`src/rtl/xlat_pkg.sv`:
```
package xlat_pkg;
    localparam int VPN_W      = 4;
    localparam int OFF_W      = 4;
    localparam int VA_W       = VPN_W + OFF_W;
    localparam int FRAME_W    = 3;
    localparam int NUM_FRAMES = 1 << FRAME_W;
    localparam int NUM_PAGES  = 1 << VPN_W;
    localparam int PA_W       = FRAME_W + OFF_W;
    localparam logic [FRAME_W-1:0] PT_FRAME = FRAME_W'(NUM_FRAMES - 1);

    typedef enum logic [2:0] {
        ST_IDLE,
        ST_LOOKUP,
        ST_WALK,
        ST_FAULT,
        ST_FILL,
        ST_RESPOND
    } xlat_state_e;

    typedef struct packed {
        logic               valid;
        logic [VPN_W-1:0]   vpn;
        logic [FRAME_W-1:0] frame;
    } tlb_entry_t;
endpackage

```
`src/rtl/xlat_lru_order.sv`:
```
module xlat_lru_order #(
    parameter int N = 3,
    parameter logic [N*$clog2(N)-1:0] RESET_AGES = '0
) (
    input  logic                 clk,
    input  logic                 rst_n,
    input  logic                 touch,
    input  logic [$clog2(N)-1:0] touch_idx,
    output logic [$clog2(N)-1:0] oldest_idx
);
    localparam int AW = $clog2(N);
    localparam logic [AW-1:0] MAX_AGE = AW'(N - 1);

    logic [AW-1:0] age_q [N];
    logic          oldest_found;

    always_ff @(posedge clk) begin
        if (!rst_n) begin
            for (int i = 0; i < N; i++) begin
                age_q[i] <= RESET_AGES[i*AW +: AW];
            end
        end else if (touch) begin
            for (int i = 0; i < N; i++) begin
                if (touch_idx == AW'(i)) begin
                    age_q[i] <= '0;
                end else if (age_q[i] < age_q[touch_idx]) begin
                    age_q[i] <= age_q[i] + 1'b1;
                end
            end
        end
    end

    always_comb begin
        oldest_idx   = '0;
        oldest_found = 1'b0;
        for (int i = 0; i < N; i++) begin
            if (age_q[i] == MAX_AGE) begin
                oldest_idx   = AW'(i);
                oldest_found = 1'b1;
            end
        end
    end

    // the ages stay a permutation, so an oldest slot always exists
    assert_oldest_exists_R10: assert property (@(posedge clk) disable iff (!rst_n)
        oldest_found);
    // a touched slot becomes the newest
    assert_touch_newest_R10: assert property (@(posedge clk) disable iff (!rst_n)
        touch |=> age_q[$past(touch_idx)] == '0);
endmodule

```
`src/rtl/xlat_tlb.sv`:
```
module xlat_tlb
    import xlat_pkg::*;
#(
    parameter int ENTRIES = 3,
    parameter logic [ENTRIES*VPN_W-1:0]          RESET_VPNS   = '0,
    parameter logic [ENTRIES*FRAME_W-1:0]        RESET_FRAMES = '0,
    parameter logic [ENTRIES*$clog2(ENTRIES)-1:0] RESET_AGES  = '0
) (
    input  logic               clk,
    input  logic               rst_n,
    input  logic [VPN_W-1:0]   lookup_vpn,
    output logic               hit,
    output logic [FRAME_W-1:0] hit_frame,
    input  logic               hit_touch,
    input  logic               wr_en,
    input  logic [VPN_W-1:0]   wr_vpn,
    input  logic [FRAME_W-1:0] wr_frame,
    input  logic               inval_en,
    input  logic [VPN_W-1:0]   inval_vpn
);
    localparam int IW = $clog2(ENTRIES);

    tlb_entry_t         ent_q [ENTRIES];
    logic [ENTRIES-1:0] match;
    logic [IW-1:0]      hit_idx;
    logic [IW-1:0]      free_idx;
    logic               any_free;
    logic [IW-1:0]      oldest_idx;
    logic [IW-1:0]      wr_idx;
    logic               lru_touch;
    logic [IW-1:0]      lru_idx;

    always_comb begin
        hit_idx   = '0;
        hit_frame = '0;
        for (int i = 0; i < ENTRIES; i++) begin
            match[i] = ent_q[i].valid && (ent_q[i].vpn == lookup_vpn);
            if (match[i]) begin
                hit_idx   = IW'(i);
                hit_frame = ent_q[i].frame;
            end
        end
        hit = |match;
    end

    always_comb begin
        free_idx = '0;
        any_free = 1'b0;
        for (int i = ENTRIES - 1; i >= 0; i--) begin
            if (!ent_q[i].valid) begin
                free_idx = IW'(i);
                any_free = 1'b1;
            end
        end
        wr_idx    = any_free ? free_idx : oldest_idx;
        lru_touch = wr_en || hit_touch;
        lru_idx   = wr_en ? wr_idx : hit_idx;
    end

    xlat_lru_order #(
        .N          (ENTRIES),
        .RESET_AGES (RESET_AGES)
    ) u_order (
        .clk        (clk),
        .rst_n      (rst_n),
        .touch      (lru_touch),
        .touch_idx  (lru_idx),
        .oldest_idx (oldest_idx)
    );

    always_ff @(posedge clk) begin
        if (!rst_n) begin
            for (int i = 0; i < ENTRIES; i++) begin
                ent_q[i] <= '{valid: 1'b1,
                              vpn:   RESET_VPNS[i*VPN_W +: VPN_W],
                              frame: RESET_FRAMES[i*FRAME_W +: FRAME_W]};
            end
        end else begin
            for (int i = 0; i < ENTRIES; i++) begin
                if (wr_en && wr_idx == IW'(i)) begin
                    ent_q[i] <= '{valid: 1'b1, vpn: wr_vpn, frame: wr_frame};
                end else if (inval_en && ent_q[i].valid && ent_q[i].vpn == inval_vpn) begin
                    ent_q[i].valid <= 1'b0;
                end
            end
        end
    end

    // a page never occupies two entries
    assert_single_match_R9: assert property (@(posedge clk) disable iff (!rst_n)
        $countones(match) <= 1);
    // an invalidated page no longer hits
    assert_inval_gone_R8: assert property (@(posedge clk) disable iff (!rst_n)
        (inval_en && !wr_en) |=> !(ent_q[0].valid && ent_q[0].vpn == $past(inval_vpn)));
    // a refill is visible as a hit on the next cycle
    assert_refill_hits_R9: assert property (@(posedge clk) disable iff (!rst_n)
        (wr_en && lookup_vpn == wr_vpn) |=> (hit && hit_frame == $past(wr_frame)));
endmodule

```
`src/rtl/xlat_frames.sv`:
```
module xlat_frames
    import xlat_pkg::*;
#(
    parameter int USER_FRAMES = NUM_FRAMES - 1,
    parameter logic [USER_FRAMES-1:0]             RESET_OWNED = '0,
    parameter logic [USER_FRAMES*VPN_W-1:0]       RESET_OWNER = '0,
    parameter logic [USER_FRAMES*FRAME_W-1:0]     RESET_AGES  = '0
) (
    input  logic               clk,
    input  logic               rst_n,
    input  logic [VPN_W-1:0]   walk_vpn,
    output logic               pte_present,
    output logic [FRAME_W-1:0] pte_frame,
    input  logic               alloc_en,
    output logic [FRAME_W-1:0] alloc_frame,
    output logic               evict_valid,
    output logic [VPN_W-1:0]   evict_vpn,
    input  logic               touch_en,
    input  logic [FRAME_W-1:0] touch_frame
);
    logic                   pt_present [NUM_PAGES];
    logic [FRAME_W-1:0]     pt_frame   [NUM_PAGES];
    logic [USER_FRAMES-1:0] owned_q;
    logic [VPN_W-1:0]       owner_q    [USER_FRAMES];
    logic [FRAME_W-1:0]     free_frame;
    logic                   any_free;
    logic [FRAME_W-1:0]     oldest_frame;

    assign pte_present = pt_present[walk_vpn];
    assign pte_frame   = pt_frame[walk_vpn];

    always_comb begin
        free_frame = '0;
        any_free   = 1'b0;
        for (int i = USER_FRAMES - 1; i >= 0; i--) begin
            if (!owned_q[i]) begin
                free_frame = FRAME_W'(i);
                any_free   = 1'b1;
            end
        end
        alloc_frame = any_free ? free_frame : oldest_frame;
        evict_valid = owned_q[alloc_frame];
        evict_vpn   = owner_q[alloc_frame];
    end

    xlat_lru_order #(
        .N          (USER_FRAMES),
        .RESET_AGES (RESET_AGES)
    ) u_order (
        .clk        (clk),
        .rst_n      (rst_n),
        .touch      (touch_en),
        .touch_idx  (touch_frame),
        .oldest_idx (oldest_frame)
    );

    always_ff @(posedge clk) begin
        if (!rst_n) begin
            for (int p = 0; p < NUM_PAGES; p++) begin
                pt_present[p] <= 1'b0;
                pt_frame[p]   <= '0;
            end
            for (int f = 0; f < USER_FRAMES; f++) begin
                owned_q[f] <= RESET_OWNED[f];
                owner_q[f] <= RESET_OWNER[f*VPN_W +: VPN_W];
                if (RESET_OWNED[f]) begin
                    pt_present[RESET_OWNER[f*VPN_W +: VPN_W]] <= 1'b1;
                    pt_frame[RESET_OWNER[f*VPN_W +: VPN_W]]   <= FRAME_W'(f);
                end
            end
        end else if (alloc_en) begin
            if (evict_valid) begin
                pt_present[evict_vpn] <= 1'b0;
            end
            pt_present[walk_vpn]   <= 1'b1;
            pt_frame[walk_vpn]     <= alloc_frame;
            owned_q[alloc_frame]   <= 1'b1;
            owner_q[alloc_frame]   <= walk_vpn;
        end
    end

    // the faulting page is present once allocated
    assert_alloc_present_R4: assert property (@(posedge clk) disable iff (!rst_n)
        alloc_en |=> pt_present[$past(walk_vpn)]);
    // the evicted page leaves the table
    assert_evict_absent_R8: assert property (@(posedge clk) disable iff (!rst_n)
        (alloc_en && evict_valid) |=> !pt_present[$past(evict_vpn)]);
    // allocation never evicts while an empty frame exists
    assert_empty_first_R6: assert property (@(posedge clk) disable iff (!rst_n)
        (alloc_en && !(&owned_q)) |-> !evict_valid);
endmodule

```
`src/rtl/page_xlate.sv`:
```
module page_xlate
    import xlat_pkg::*;
#(
    parameter int TLB_ENTRIES = 3,
    parameter logic [TLB_ENTRIES*VPN_W-1:0]   TLB_RESET_VPNS   = {4'd13, 4'd2, 4'd0},
    parameter logic [TLB_ENTRIES*FRAME_W-1:0] TLB_RESET_FRAMES = {3'd1, 3'd3, 3'd5},
    parameter logic [TLB_ENTRIES*$clog2(TLB_ENTRIES)-1:0] TLB_RESET_AGES = {2'd0, 2'd1, 2'd2},
    parameter logic [NUM_FRAMES-2:0]           MEM_RESET_OWNED = 7'b0101110,
    parameter logic [(NUM_FRAMES-1)*VPN_W-1:0] MEM_RESET_OWNER =
        {4'd0, 4'd0, 4'd0, 4'd2, 4'd5, 4'd13, 4'd0},
    parameter logic [(NUM_FRAMES-1)*FRAME_W-1:0] MEM_RESET_AGES =
        {3'd6, 3'd3, 3'd5, 3'd0, 3'd1, 3'd2, 3'd4}
) (
    input  logic               clk,
    input  logic               rst_n,
    input  logic               req_valid,
    input  logic [VA_W-1:0]    req_vaddr,
    output logic               req_ready,
    output logic               rsp_valid,
    output logic               rsp_tlb_hit,
    output logic               rsp_fault,
    output logic [FRAME_W-1:0] rsp_frame,
    output logic [PA_W-1:0]    rsp_paddr
);
    xlat_state_e        state_q, state_d;
    logic [VPN_W-1:0]   vpn_q;
    logic [OFF_W-1:0]   off_q;
    logic               hit_q, fault_q;
    logic [FRAME_W-1:0] frame_q;

    logic               tlb_hit;
    logic [FRAME_W-1:0] tlb_frame;
    logic               pte_present;
    logic [FRAME_W-1:0] pte_frame;
    logic [FRAME_W-1:0] alloc_frame;
    logic               evict_valid;
    logic [VPN_W-1:0]   evict_vpn;
    logic               in_lookup, in_fault, in_fill;
    logic               frame_touch;
    logic [FRAME_W-1:0] frame_touch_idx;

    // next-state logic
    always_comb begin
        state_d = state_q;
        unique case (state_q)
            ST_IDLE:    if (req_valid) state_d = ST_LOOKUP;
            ST_LOOKUP:  state_d = tlb_hit ? ST_RESPOND : ST_WALK;
            ST_WALK:    state_d = pte_present ? ST_FILL : ST_FAULT;
            ST_FAULT:   state_d = ST_FILL;
            ST_FILL:    state_d = ST_RESPOND;
            ST_RESPOND: state_d = ST_IDLE;
            default:    state_d = ST_IDLE;
        endcase
    end

    // state register
    always_ff @(posedge clk) begin
        if (!rst_n) state_q <= ST_IDLE;
        else        state_q <= state_d;
    end

    // per-reference result registers
    always_ff @(posedge clk) begin
        if (!rst_n) begin
            vpn_q   <= '0;
            off_q   <= '0;
            hit_q   <= 1'b0;
            fault_q <= 1'b0;
            frame_q <= '0;
        end else begin
            unique case (state_q)
                ST_IDLE: if (req_valid) begin
                    vpn_q   <= req_vaddr[VA_W-1 -: VPN_W];
                    off_q   <= req_vaddr[OFF_W-1:0];
                    hit_q   <= 1'b0;
                    fault_q <= 1'b0;
                end
                ST_LOOKUP: if (tlb_hit) begin
                    hit_q   <= 1'b1;
                    frame_q <= tlb_frame;
                end
                ST_WALK: if (pte_present) frame_q <= pte_frame;
                ST_FAULT: begin
                    fault_q <= 1'b1;
                    frame_q <= alloc_frame;
                end
                default: ;
            endcase
        end
    end

    assign in_lookup       = (state_q == ST_LOOKUP);
    assign in_fault        = (state_q == ST_FAULT);
    assign in_fill         = (state_q == ST_FILL);
    assign frame_touch     = (in_lookup && tlb_hit) || in_fill;
    assign frame_touch_idx = in_lookup ? tlb_frame : frame_q;

    xlat_tlb #(
        .ENTRIES      (TLB_ENTRIES),
        .RESET_VPNS   (TLB_RESET_VPNS),
        .RESET_FRAMES (TLB_RESET_FRAMES),
        .RESET_AGES   (TLB_RESET_AGES)
    ) u_tlb (
        .clk        (clk),
        .rst_n      (rst_n),
        .lookup_vpn (vpn_q),
        .hit        (tlb_hit),
        .hit_frame  (tlb_frame),
        .hit_touch  (in_lookup && tlb_hit),
        .wr_en      (in_fill),
        .wr_vpn     (vpn_q),
        .wr_frame   (frame_q),
        .inval_en   (in_fault && evict_valid),
        .inval_vpn  (evict_vpn)
    );

    xlat_frames #(
        .USER_FRAMES (NUM_FRAMES - 1),
        .RESET_OWNED (MEM_RESET_OWNED),
        .RESET_OWNER (MEM_RESET_OWNER),
        .RESET_AGES  (MEM_RESET_AGES)
    ) u_frames (
        .clk         (clk),
        .rst_n       (rst_n),
        .walk_vpn    (vpn_q),
        .pte_present (pte_present),
        .pte_frame   (pte_frame),
        .alloc_en    (in_fault),
        .alloc_frame (alloc_frame),
        .evict_valid (evict_valid),
        .evict_vpn   (evict_vpn),
        .touch_en    (frame_touch),
        .touch_frame (frame_touch_idx)
    );

    // outputs
    always_comb begin
        req_ready   = 1'b0;
        rsp_valid   = 1'b0;
        rsp_tlb_hit = hit_q;
        rsp_fault   = fault_q;
        rsp_frame   = frame_q;
        rsp_paddr   = {frame_q, off_q};
        unique case (state_q)
            ST_IDLE:    req_ready = 1'b1;
            ST_RESPOND: rsp_valid = 1'b1;
            default:    ;
        endcase
    end

    assert_strobe_single_R12: assert property (@(posedge clk) disable iff (!rst_n)
        rsp_valid |=> !rsp_valid);
    assert_hit_not_fault_R2: assert property (@(posedge clk) disable iff (!rst_n)
        rsp_valid |-> !(rsp_tlb_hit && rsp_fault));
    assert_no_table_frame_R7: assert property (@(posedge clk) disable iff (!rst_n)
        rsp_valid |-> rsp_frame != PT_FRAME);
    assert_busy_after_accept_R11: assert property (@(posedge clk) disable iff (!rst_n)
        (req_ready && req_valid) |=> !req_ready);
    assert_fault_walked_R4: assert property (@(posedge clk) disable iff (!rst_n)
        (state_q == ST_FAULT) |-> $past(state_q) == ST_WALK);
endmodule

```
`config.mk`:
```
export PLATFORM = sky130hd
export DESIGN_NAME = page_xlate
export DESIGN_NICKNAME = d
export VERILOG_FILES = /design/src/rtl/xlat_pkg.sv /design/src/rtl/xlat_lru_order.sv /design/src/rtl/xlat_tlb.sv /design/src/rtl/xlat_frames.sv /design/src/rtl/page_xlate.sv
export SDC_FILE = /design/constraint.sdc
export NUM_CORES = 1
export LEC_CHECK = 0
export BUFFER_PORTS_ARGS = -buffer_cell sky130_fd_sc_hd__buf_2
export CAP_MARGIN = 20
export CORE_ASPECT_RATIO = 0.75
export CORE_MARGIN = 8
export CORE_UTILIZATION = 30
export DETAILED_ROUTE_END_ITERATION = 8
export HOLD_SLACK_MARGIN = 0.1
export PLACE_DENSITY = 0.43
export SLEW_MARGIN = 30
export SYNTH_ARGS = -nofsm -noshare
export SYNTH_HDL_FRONTEND = slang
export SYNTH_SLANG_ARGS = --single-unit
```
`constraint.sdc`:
```
create_clock -name clk -period 5.1 [get_ports clk]
set_clock_uncertainty 0.2 [all_clocks]
set_input_delay 0.51 -clock clk [delete_from_list [all_inputs] [get_ports clk]]
set_output_delay 0.51 -clock clk [all_outputs]
set_load 0.005 [all_outputs]
```
==> metrics <==
largest net degree at the start of global routing 53; Cell Chain, Critical Path xor2_1 > nor3_2 > and2_4 > o311a_4 > o22ai_4 > mux2i_1 > nand2_1 > a31oi_1 > ha_1 > a21oi_1 > inv_1 > a311oi_1 > nor2_1 > a21oi_1; crit-path leading delay family compound AO/OA/AOI/OAI gates; number of max-cap violations 0; Area contributors post-synth edfxtp_1 38%, dfxtp_1 11%, nor2_1 4.8%; Clock Tree Root clkbuf_16; clk slew on worst S/H paths around 0.07 ns; gr usage total 14.81%; Clock Path Buffers 2; Skew-Pair Late Insertion Delay roughly 0.44 ns; total core area just over 30000 µm²; Die Span X around 220 µm; commonest non-fill, non-tap cell in the layout nor2_1; diode count 0; Reg-to-Reg Start vpn_q[1]$_SDFFE_PN0P_; count of flip-flops with a built-in enable after synthesis about 120; first-pass GRT wire length between 40000 and 50000 µm; pre-CTS WS 0.3884 ns; cell taking the most area after synthesis edfxtp_1; crit share post-route 92.88%; via count about 7200; Worst path slowest cell dfxtp_1; Worst Path Class, Setup reg -> reg; post-synthesis sequential area ratio 48.62%; asr flop ratio synth 0%; DP Cell Count 1326; port bufs 24; total routed wirelength between 20000 and 30000 µm; Final Hold Violating Endpoints 0; GRT overflow 0; post-synthesis cell type count 91; row count 56; initial antenna violation count 0; Post-DRT Antenna Nets 0; predominant post-synthesis flop cell edfxtp_1; end-of-flow core utilization about a third; post-cts sizing count 0; Max VDD drop 0.0002334 V; Final TNS setup 0 ns; IO Count 25; Setup Fix Bufs, Post-CTS 0; register area 4594 µm²; area of the die 37490 µm²; Hold Buf Count CTS 3; startpoint types register; fmax 211.1 MHz; critical path endpoint category register; Num CTS Buffers 17; worst-path fanout max 18; DPL Wire Length ~21000 µm; outcome completed; layout cell share with drive strength beyond 1 14.66%; CTS tree done; Syn Inst Count 924; warnings from Yosys 0; final setup vio count 0; Hold Slack 0.1307 ns; routed vias/inst 5.308; vias in the first global route ~7000; Worst path max stage delay 0.60 ns; RSZ-0062 raised after global routing no; DRT iter0 DRCs roughly 560; final design instance area without fill 10580 µm²; Static Leak about 3.8 nW; Slew @ Worst Pin 0.9637 ns; H-tree lvl count 4; die height 169.7 µm; crit path from vpn_q[1]$_SDFFE_PN0P_; Post-Syn Area per Cell 10.23 µm²; required time worst endpoint 5.01 ns; fin worst setup slack approximately 0.36 ns; DR WL/cell 20.41 µm; area of the multi-input gates 4494 µm²; Pwr Total roughly 3.7 mW; Top cell by count, worst path a21oi_1; WP data arrival 4.65 ns; Post-Syn Nets 967; Worst Hold Launch req_vaddr[1]; fin. max-slew vios 0; clock sink total 170; Seq cells post-synth between 150 and 200; first-pass iteration count of the detailed router 5; fin crit period 4.737 ns; Hold Crit Class in -> reg; cell area after synthesis around 9500 µm²; Final #Nets roughly 1000; Starting Density 30.38%; Placed Area 9997 µm²; commonest cells after routing, fill and taps aside 121 x nor2_1, 119 x edfxtp_1, 114 x nand2_1; P&R area growth vs syn 11.90%; Fillers 3212; PwrDens 347.0 nW/µm²; Relative slew margins 35.08%; Finished Layout Cells 1361; RePlAce Congestion 0.7857; proportion of netlist area held by the largest area contributor 37.81%; WP buf/inv 1; DR DRC count 0
-- cell families after synthesis --
group | share of synthesized area, %
AOI/OAI and AO/OA | 16.81
xor gates and xnor gates | 2.502
adders and majority gates | 4.237
buffers and inverters | 3.892
DFF | 48.62
muxes | 6.580
and+or+nand+nor | 17.36
-- cells in the mapped netlist (5+ instances only) --
master / number
nor2_1: 121
or2_2: 7
o21a_1: 5
a21oi_1: 40
edfxtp_1: 119
a21oi_2: 6
xor2_1: 11
nor4_1: 10
and2_1: 11
dfxtp_1: 51
o21ai_1: 17
mux4_2: 20
mux2i_1: 16
clkbuf_1: 27
a311oi_1: 8
nand2_1: 114
ha_1: 32
xnor2_1: 16
o21ai_0: 32
a31oi_1: 18
nand4_1: 5
inv_1: 35
buf_4: 6
nand3_1: 24
o211ai_1: 17
buf_2: 8
or3_1: 13
nor3_1: 17
a211oi_1: 10
nand2b_1: 7
-- path summary, 6_finish.rpt --
kind / slack, ns / cells past startpoint / to
hold / removal: 0.13 / 3 / off_q[1]$_SDFFE_PN0P_
setup / recovery: 0.36 / 14 / u_frames.u_order.age_q[1][1]$_SDFFCE_PN1P_
setup reg to reg: 0.36 / 14 / u_frames.u_order.age_q[1][1]$_SDFFCE_PN1P_
hold reg to reg: 0.26 / 1 / u_frames.owned_q[5]$_SDFFE_PN1P_
-- area by class of cell --
| type | instances | share of cell area (%) |
|---|---|---|
| Inverter | 37 | 1.361 |
| Tap cell | 406 | 4.804 |
| Sequential cell | 170 | 43.45 |
| Timing Repair Buffer | 46 | 2.769 |
| Clock buffer | 18 | 4.058 |
| Multi-Input combinational cell | 670 | 42.50 |
| Clock inverter | 14 | 1.065 |
-- power breakdown --
group / switching [mW] / internal (mW) / total, mW
clock: 0.614 / 0.637 / 1.25
combinational: 0.501 / 0.294 / 0.795
sequential: 0.0754 / 1.55 / 1.62
-- metal layers --
metal	GRT usage [%]	part of all wire, %	vias to the layer above
met3	2.694	5.3	17
met5	0	0	-
met1	23.25	54	3545
met2	20.57	40	190
li1	-	-	3472
met4	2.953	0.78	0
-- flip-flops by register name (all words and copies together), names as in the netlist, 4 cells and up, named ones only --
register	count
u_tlb.u_order.age_q	6
u_tlb.ent_q	24
off_q	4
u_frames.u_order.age_q	21
u_frames.owner_q	28
u_frames.pt_present	16
u_frames.pt_frame	48
u_frames.owned_q	7
vpn_q	4
-- worst register-to-register path: cells and delay by family (launching register included) --
family | cells | cell delay (ns)
AO/OA/AOI/OAI | 6 | 2.30
flip-flops | 1 | 0.60
AND/OR/NAND/NOR | 4 | 0.41
adder cells (fa/ha/maj) | 1 | 0.38
multiplexers | 1 | 0.26
XOR/XNOR | 1 | 0.21
buffers and inverters | 1 | 0.05
Note: power is estimated with default switching activity, not from simulation.
